### src/rtl/seq_wdt_pkg.sv
package seq_wdt_pkg;
  // Key detector state: waiting for the first key byte, or holding it
  typedef enum logic {
    KEY_IDLE  = 1'b0,
    KEY_ARMED = 1'b1
  } key_state_e;
endpackage

### src/rtl/wdt_key_seq.sv
module wdt_key_seq
  import seq_wdt_pkg::*;
#(
  parameter int ADDR_W = 8,
  parameter int DATA_W = 8,
  parameter logic [ADDR_W-1:0] RESTART_ADDR = 'hA6,
  parameter logic [DATA_W-1:0] KEY_FIRST    = 'h1E,
  parameter logic [DATA_W-1:0] KEY_SECOND   = 'hE1
) (
  input  logic              clk,
  input  logic              rst_n,
  input  logic              wr_en,
  input  logic [ADDR_W-1:0] wr_addr,
  input  logic [DATA_W-1:0] wr_data,
  output logic              key_ok,
  output logic              armed
);
  key_state_e state_q, state_d;
  logic       hit;

  assign hit = wr_en && (wr_addr == RESTART_ADDR);

  // any restart-register write after the first key ends the attempt
  always_comb begin
    state_d = state_q;
    key_ok  = 1'b0;
    if (hit) begin
      if (state_q == KEY_IDLE) begin
        state_d = (wr_data == KEY_FIRST) ? KEY_ARMED : KEY_IDLE;
      end else begin
        state_d = KEY_IDLE;
        key_ok  = (wr_data == KEY_SECOND);
      end
    end
  end

  always_ff @(posedge clk or negedge rst_n) begin
    if (!rst_n) state_q <= KEY_IDLE;
    else        state_q <= state_d;
  end

  assign armed = (state_q == KEY_ARMED);
endmodule

### src/rtl/wdt_tick_div.sv
module wdt_tick_div #(
  parameter int DIV = 6
) (
  input  logic clk,
  input  logic rst_n,
  input  logic run,
  input  logic clr,
  output logic tick
);
  localparam int PW = (DIV > 1) ? $clog2(DIV) : 1;
  localparam logic [PW-1:0] LAST = PW'(DIV - 1);

  logic [PW-1:0] presc_q;

  assign tick = run && !clr && (presc_q == LAST);

  always_ff @(posedge clk or negedge rst_n) begin
    if (!rst_n)              presc_q <= '0;
    else if (clr || !run)    presc_q <= '0;
    else if (presc_q == LAST) presc_q <= '0;
    else                     presc_q <= presc_q + PW'(1);
  end
endmodule

### src/rtl/wdt_timeout_cnt.sv
module wdt_timeout_cnt #(
  parameter int BASE_EXP = 14,
  parameter int SEL_W    = 3
) (
  input  logic             clk,
  input  logic             rst_n,
  input  logic             clr,
  input  logic             tick,
  input  logic [SEL_W-1:0] sel,
  output logic             expire
);
  localparam int STEPS = 1 << SEL_W;
  localparam int CNT_W = BASE_EXP + STEPS - 1;

  logic [CNT_W-1:0] limit_tab [STEPS];
  logic [CNT_W-1:0] count_q;
  logic [CNT_W:0]   cnt_inc;

  // limit for code i is 2^(BASE_EXP+i) - 1 ticks
  for (genvar i = 0; i < STEPS; i++) begin : g_limit
    assign limit_tab[i] = CNT_W'((64'd1 << (BASE_EXP + i)) - 64'd1);
  end

  assign cnt_inc = {1'b0, count_q} + (CNT_W+1)'(1);
  // Greater-or-equal so that lowering the code mid-period still expires
  assign expire  = tick && !clr && (cnt_inc >= {1'b0, limit_tab[sel]});

  always_ff @(posedge clk or negedge rst_n) begin
    if (!rst_n)              count_q <= '0;
    else if (clr || expire)  count_q <= '0;
    else if (tick)           count_q <= cnt_inc[CNT_W-1:0];
  end
endmodule

### src/rtl/wdt_pulse_stretch.sv
module wdt_pulse_stretch #(
  parameter int PULSE_LEN = 96
) (
  input  logic clk,
  input  logic rst_n,
  input  logic fire,
  output logic active
);
  localparam int PCW = $clog2(PULSE_LEN + 1);

  logic [PCW-1:0] left_q;

  always_ff @(posedge clk or negedge rst_n) begin
    if (!rst_n)            left_q <= '0;
    else if (fire)         left_q <= PCW'(PULSE_LEN);
    else if (left_q != '0) left_q <= left_q - PCW'(1);
  end

  assign active = (left_q != '0);
endmodule

### src/rtl/seq_watchdog.sv
module seq_watchdog #(
  parameter int ADDR_W    = 8,
  parameter int DATA_W    = 8,
  parameter logic [ADDR_W-1:0] RESTART_ADDR = 'hA6,
  parameter logic [ADDR_W-1:0] PERIOD_ADDR  = 'hA7,
  parameter logic [DATA_W-1:0] KEY_FIRST    = 'h1E,
  parameter logic [DATA_W-1:0] KEY_SECOND   = 'hE1,
  parameter int TICK_DIV  = 6,
  parameter int BASE_EXP  = 14,
  parameter int SEL_W     = 3,
  parameter int PULSE_LEN = 96
) (
  input  logic              clk,
  input  logic              rst_n,
  input  logic              wr_en,
  input  logic [ADDR_W-1:0] wr_addr,
  input  logic [DATA_W-1:0] wr_data,
  output logic              wdt_rst_o
);
  logic             key_ok;
  logic             key_armed;
  logic             en_q;
  logic [SEL_W-1:0] sel_q;
  logic             pulse_on;
  logic             run;
  logic             tick;
  logic             expire;

  wdt_key_seq #(
    .ADDR_W(ADDR_W), .DATA_W(DATA_W), .RESTART_ADDR(RESTART_ADDR),
    .KEY_FIRST(KEY_FIRST), .KEY_SECOND(KEY_SECOND)
  ) u_key (
    .clk(clk), .rst_n(rst_n), .wr_en(wr_en), .wr_addr(wr_addr),
    .wr_data(wr_data), .key_ok(key_ok), .armed(key_armed)
  );

  // enable is sticky, only the external reset clears it
  always_ff @(posedge clk or negedge rst_n) begin
    if (!rst_n)      en_q <= 1'b0;
    else if (key_ok) en_q <= 1'b1;
  end

  // only the low bits of the period register are kept
  always_ff @(posedge clk or negedge rst_n) begin
    if (!rst_n)                                  sel_q <= '0;
    else if (wr_en && (wr_addr == PERIOD_ADDR))  sel_q <= wr_data[SEL_W-1:0];
  end

  assign run = en_q && !pulse_on;

  wdt_tick_div #(.DIV(TICK_DIV)) u_div (
    .clk(clk), .rst_n(rst_n), .run(run), .clr(key_ok), .tick(tick)
  );

  wdt_timeout_cnt #(.BASE_EXP(BASE_EXP), .SEL_W(SEL_W)) u_cnt (
    .clk(clk), .rst_n(rst_n), .clr(key_ok || !run), .tick(tick),
    .sel(sel_q), .expire(expire)
  );

  wdt_pulse_stretch #(.PULSE_LEN(PULSE_LEN)) u_pulse (
    .clk(clk), .rst_n(rst_n), .fire(expire), .active(pulse_on)
  );

  assign wdt_rst_o = pulse_on;
endmodule

### config.mk
export PLATFORM = sky130hd
export DESIGN_NAME = seq_watchdog
export DESIGN_NICKNAME = d
export VERILOG_FILES = /design/src/rtl/seq_wdt_pkg.sv /design/src/rtl/wdt_key_seq.sv /design/src/rtl/wdt_tick_div.sv /design/src/rtl/wdt_timeout_cnt.sv /design/src/rtl/wdt_pulse_stretch.sv /design/src/rtl/seq_watchdog.sv
export SDC_FILE = /design/constraint.sdc
export NUM_CORES = 1
export LEC_CHECK = 0
export BUFFER_PORTS_ARGS = -buffer_cell sky130_fd_sc_hd__buf_2
export CAP_MARGIN = 20
export CORE_MARGIN = 3
export CORE_UTILIZATION = 55
export DETAILED_ROUTE_END_ITERATION = 10
export GPL_ROUTABILITY_DRIVEN = 0
export PLACE_DENSITY = 0.74
export RECOVER_POWER = 50
export SLEW_MARGIN = 20
export SYNTH_ARGS = -nofsm -noshare
export SYNTH_HDL_FRONTEND = slang
export SYNTH_SLANG_ARGS = --single-unit
### constraint.sdc
create_clock -name clk -period 4.2 [get_ports clk]
set_clock_uncertainty 0.15 [all_clocks]
set_input_delay 0.21 -clock clk [delete_from_list [all_inputs] [get_ports clk]]
set_output_delay 0.21 -clock clk [all_outputs]
set_load 0.005 [all_outputs]
==> results.toml, run 1 <==
[routing]
wl_um = 5340
firstDrtPassIters = 4
drt_iter0_drc = 216
drc = 0
final_antenna_net_count = 0
viasPerCell = 6.08
num_vias = 2091
wire_per_inst_um = 15.5

[clock_tree]
clock_latency_ps = 290
clock_sinks = 36
tritoncts = "built"
path_clk_slew_ps = 70
root_buffer = "clkbuf_8"
max-clock-path-buffers = 2
cts_made_buffers = 5
h-tree-depth = 2

[power]
power.density_nw_per_um2 = 231
irDropWorstVdd_mv = 0.118
switching_share = 0.238
pwr-share-clk = 0.398
p_sw_uw = 148
fin_total_pwr_uw = 622
leakage_uw = 0.00115
pwr-share-comb = 0.040
seqPwrFrac = 0.562
power.internal_uw = 475

[floorplan]
die_y_um = 72.3
num_rows = 23
io_pins = 20
core_um2 = 4120
die_w_um = 72.3
start_util = 0.588
die-area_um2 = 5230

[finish]
post-route-util = 0.654
nFillCells = 356
drive_above_1_share = 0.190
syn2layout_area_growth_pct = 11.2
diodes = 0
fin_cells = 344
nets = 322

[yosys]
synthesis.nets = 300
synth_edf_count = 0
synth_cells = 271
synth_area_leaders = "dfrtp_1 37%, nand2_1 5.4%, ha_1 5.2%, nand4_1 4.4%, nand3_1 3.3%"
synth_area_per_cell_um2 = 8.93
yosys_warnings = 0
yosysSeqAreaShare = 0.372
synth_ff_type = "dfrtp_1"
yosysUniqueCellTypes = 56
synthesis.area_um2 = 2420
synth_top_area_cell = "dfrtp_1"
ys_ff_latch = 36
synth_top_area_frac = 0.372
async_reset_ff_frac = 1.00

[sta]
max_freq_mhz = 259
period_share = 0.921
min_period_ps = 3870
worst_pin_slew_ps = 1950
slew-limit-headroom = -0.301
hold_viol_final = 0
rsz0062_at_grt = "no"
setup_viol = 0
tns_ps = 0
holdWs_ps = 27.1
drv_slew = 37

[critical_path]
crit_path_top_delay_cell = "dfrtp_1"
criticalPathCategory = "reg -> reg"
startpoint_type = "flop"
crit_chain = "nand4_1 -> nor4_1 -> nand3_1 -> nor2_1 -> xnor2_1 -> inv_1 -> ha_1 -> and3_1 -> a221oi_1 -> o21ai_0 -> a31oi_2 -> buf_4 -> nand2_2 -> a32o_1"
worstPathArrival_ps = 3900
max_stage_delay_ps = 510
end_kind = "flop"
crit_path_max_fanout = 8
required_ps = 4240

[placement]
numPortBuffers = 19
place_inst = 334
place_hpwl_um = 3870

[global_routing]
grt_max_degree = 37
grt_pass1_vias = 2017
grt_usage = 0.232
grt_pass1_wl_um = 9470
antenna_found_initial = 0
grt-ovfl-total = 0

[worst_hold_path]
hold_class = "in -> reg"

[status]
outcome = "finished with violations"
violations = "max-capacitance violations, max-slew violations"

[run]
cap_violations = 1
-- cells by family (layout without fill, tap and decap cells) --
group,after synthesis,count (layout),synth area share
flops,36,36,0.372
mux,5,5,0.0227
fa+ha+maj,10,10,0.0517
buf+inv,28,51,0.0517
xor+xnor,13,13,0.0471
compound gates,52,52,0.154
simple gates,127,127,0.300
-- sequential cells by signal, indices dropped and copies added, names as in the netlist --
register and flops:
u_cnt.count_q 21, u_key.armed 1, sel_q 3, u_pulse.left_q 7, en_q 1, u_div.presc_q 3
-- cell type report --
type                            instances  area (um2)  share of cell area
Inverter                               14        52.6              0.0195
Clock buffer                            5        68.8              0.0256
Clock inverter                          3        18.8             0.00698
Timing Repair Buffer                   29         171              0.0637
Tap cell                               50        62.6              0.0233
Sequential cell                        36         902               0.335
Multi-Input combinational cell        207        1410               0.526
-- worst paths after layout --
check                             startpoint  slack (ps)  cells past startpoint                 to
setup / recovery            u_cnt.count_q[8]         330                     14  u_pulse.left_q[6]
hold / removal                    wr_data[0]          30                      2           sel_q[0]
setup reg to reg            u_cnt.count_q[8]         330                     14  u_pulse.left_q[6]
hold reg to reg            u_pulse.left_q[2]         340                      1  u_pulse.left_q[2]
max in group asynchronous              rst_n        1790                      2   u_cnt.count_q[0]
min in group asynchronous              rst_n         850                      2   u_cnt.count_q[7]
-- power by group through the flow --
stage,Sequential [uW],Clock (uW),Combinational (uW)
after floorplan,356,0,6.98
after global placement,357,0,24.7
after detailed placement,357,0,25.3
after CTS,350,257,26.0
after global routing,350,275,28.8
final,350,248,25.0
-- synthesized netlist by cell type (4+ instances only) --
cell and number:
a21oi_1 7, a31oi_1 8, and3_1 4, buf_2 7, clkbuf_1 5, dfrtp_1 36, ha_1 10, inv_1 14
mux2_2 4, nand2_1 35, nand3_1 16, nand4_1 17, nor2_1 9, nor3_1 11, o21ai_0 16, or2_2 5
xnor2_1 5, xor2_1 8
-- critical path: cells and delay by family (launching register included) --
family	cells	cell delay [ps]
adders and majority gates	1	280
xor gates and xnor gates	1	150
AOI/OAI and AO/OA	4	1050
and+or+nand+nor	6	1380
DFF	1	510
buffers and inverters	2	240
-- cells in the final DEF (no fill, tap or decap), drive strengths merged, types with 3 or more instances in the layout --
cell,Yosys,final
nor3,11,11
nand2,36,36
a31oi,9,9
nand4,18,18
clkbuf,5,6
o211ai,3,3
nor2,9,9
a21oi,7,7
nor4bb,3,3
xnor2,5,5
buf,9,27
or4,3,3
o21ai,16,16
dfrtp,36,36
nand3,17,17
nor4,4,4
inv,14,14
clkinv,0,3
or2,5,5
mux2,4,4
and3,4,4
xor2,8,8
ha,10,10
-- per-stage QoR --
step | instance area, um2 | worst slack (ps)
2_1_floorplan | 2420 | 340
3_3_place_gp | 2560 | 202
3_5_place_dp | 2560 | 68.3
4_1_cts | 2660 | 19.0
5_1_grt | 2690 | 44.4
6_report | 2690 | 333
-- per-layer routing --
metal | wire length (um) | GRT usage | vias to the layer above
li1 | - | - | 1049
met1 | 2440 | 0.331 | 996
met2 | 2570 | 0.352 | 39
met3 | 259 | 0.0457 | 7
met4 | 70 | 0.0793 | 0
met5 | 0 | 0 | -
-- timing repair --
| item | 4_1_cts | 5_1_grt |
|---|---|---|
| gates resized for setup | 0 | 4 |
| hold buffers | 1 | 0 |
| setup endpoints to repair | 0 | 25 |
| endpoints found under the hold margin | 36 | 0 |
| buffers inserted | 0 | 1 |
No activity file was read; power rests on OpenSTA's default activity.
==> run 2: changes to the inputs <==
--- a/config.mk
+++ b/config.mk
@@ -11,6 +11,7 @@
 export CORE_UTILIZATION = 55
 export DETAILED_ROUTE_END_ITERATION = 10
 export GPL_ROUTABILITY_DRIVEN = 0
+export GPL_TIMING_DRIVEN = 0
 export PLACE_DENSITY = 0.74
 export RECOVER_POWER = 50
 export SLEW_MARGIN = 20
==> run 2 against run 1 <==
Against the previous run:
- the run still ends with max-capacitance violations, max-slew violations left
- design area grew 1.8%
- maximum frequency grew 0.30%
- largest cell class unchanged
- sequential power about the same
==> results.toml, run 2 (same netlist as run 1, synthesis figures left out) <==
[run]
cap_violations = 1

[finish]
final_cell_mix = "35 x nand2_1, 35 x dfrtp_1, 24 x buf_2"
largest_register_ffs = 21
diodes = 0
syn2layout_area_growth_pct = 13.1
nets = 327
final_area_um2 = 2740
reg.largest.list = "u_cnt.count_q (21), u_pulse.left_q (7)"
regMostFlops = "u_cnt.count_q"
drive_above_1_share = 0.201

[floorplan]
die-area_um2 = 5230
die_y_um = 72.3
num_rows = 23
core_um2 = 4120
start_util = 0.588
io_pins = 20
die_w_um = 72.3

[routing]
wire_per_inst_um = 15.3
drc = 0
wl_um = 5330
drt_iter0_drc = 167
final_antenna_net_count = 0
firstDrtPassIters = 4
num_vias = 2109
viasPerCell = 6.04

[clock_tree]
clock_latency_ps = 300
max-clock-path-buffers = 2
clock_sinks = 36
cts_made_buffers = 5
h-tree-depth = 2
tritoncts = "built"
path_clk_slew_ps = 70
root_buffer = "clkbuf_8"

[status]
violations = "max-capacitance violations, max-slew violations"
outcome = "finished with violations"

[global_routing]
antenna_found_initial = 0
grt_pass1_vias = 1949
grt_max_degree = 37
grt_usage = 0.222
grt_pass1_wl_um = 9070
grt-ovfl-total = 0

[power]
leakage_uw = 0.00117
irDropWorstVdd_mv = 0.220
power.density_nw_per_um2 = 249

[placement]
numPortBuffers = 19
place_hpwl_um = 3880
place_area_um2 = 2580
place_ws_ps = -523

[worst_hold_path]
hold_class = "in -> reg"

[critical_path]
criticalPathCategory = "reg -> reg"
crit_path_top_delay_cell = "dfrtp_2"
required_ps = 4250
worstPathArrival_ps = 3910
startpoint_type = "flop"
max_stage_delay_ps = 450
end_kind = "flop"
path_delay_family = "simple AND/OR/NAND/NOR gates"
path_buf_inv = 1
crit_chain = "ha_2 -> nand4_1 -> or2_2 -> nor3_4 -> nand2_1 -> xor2_1 -> inv_1 -> ha_1 -> and3_1 -> a221oi_1 -> o21ai_1 -> a31oi_4 -> nand4_2 -> o21ai_0"
crit_path_max_fanout = 10

[sta]
worst_pin_slew_ps = 1930
drv_slew = 37
min_period_ps = 3860
setup_viol = 0
rsz0062_at_grt = "no"
setup_slack_ps = 345
hold_viol_final = 0
period_share = 0.918
slew-limit-headroom = -0.290
max_freq_mhz = 259
run 2: changes by cell type in the layout (fill, tap and decap cells not counted), sizes merged:
cell,delta
clkbuf,+4
clkinvlp,+1
buf,+1
clkinv,-2
bufinv,+1
run 2: path summary, 6_finish.rpt:
path	startpoint	to	slack [ps]	cells after the start
setup / recovery	u_cnt.count_q[1]	u_cnt.count_q[1]	340	14
hold / removal	wr_data[0]	sel_q[0]	30	2
setup reg to reg	u_cnt.count_q[1]	u_cnt.count_q[1]	340	14
hold reg to reg	u_key.armed	u_key.armed	330	1
max in group asynchronous	rst_n	u_cnt.count_q[1]	1800	2
min in group asynchronous	rst_n	u_cnt.count_q[5]	830	2
run 2: layout make-up:
type / count / area, um2
buffer: 12 / 67.6
clock buffer: 5 / 68.8
clock inverter: 3 / 42.5
fill: 363 / 1380
inverter: 14 / 52.6
multi-input combinational: 207 / 1420
sequential: 36 / 902
tap: 50 / 62.6
timing repair buffer: 22 / 119
run 2: power by group:
part | switching [uW] | internal, uW
clock | 132 | 176
sequential | 2.19 | 348
combinational | 13.3 | 11.2
run 2: per-stage QoR:
step	instances	utilization	power [uW]	hold WS (ps)	setup TNS (ps)
after global routing	349	0.665	707	35.9	0
after CTS	350	0.663	689	27.8	0
final	349	0.665	682	30.5	0
after global placement	340	0.626	381	197	-10880
after detailed placement	340	0.626	381	200	-11380
after floorplan	271	-	363	-236	0
run 2: routing by layer:
layer  vias up  track usage  wire length, um
li1       1057            -                -
met1       997        0.311             2400
met2        48        0.347             2530
met3         7       0.0526              355
met4         0       0.0564               45
met5         -            0                0
run 2: what timing repair did:
| item | 4_1_cts | 5_1_grt |
|---|---|---|
| hold buffers | 1 | 0 |
| setup buffers | 2 | 0 |
| pin swaps | 0 | 0 |
| endpoints found under the hold margin | 36 | 0 |
| setup endpoints to repair | 25 | 25 |
| resized for setup | 3 | 6 |
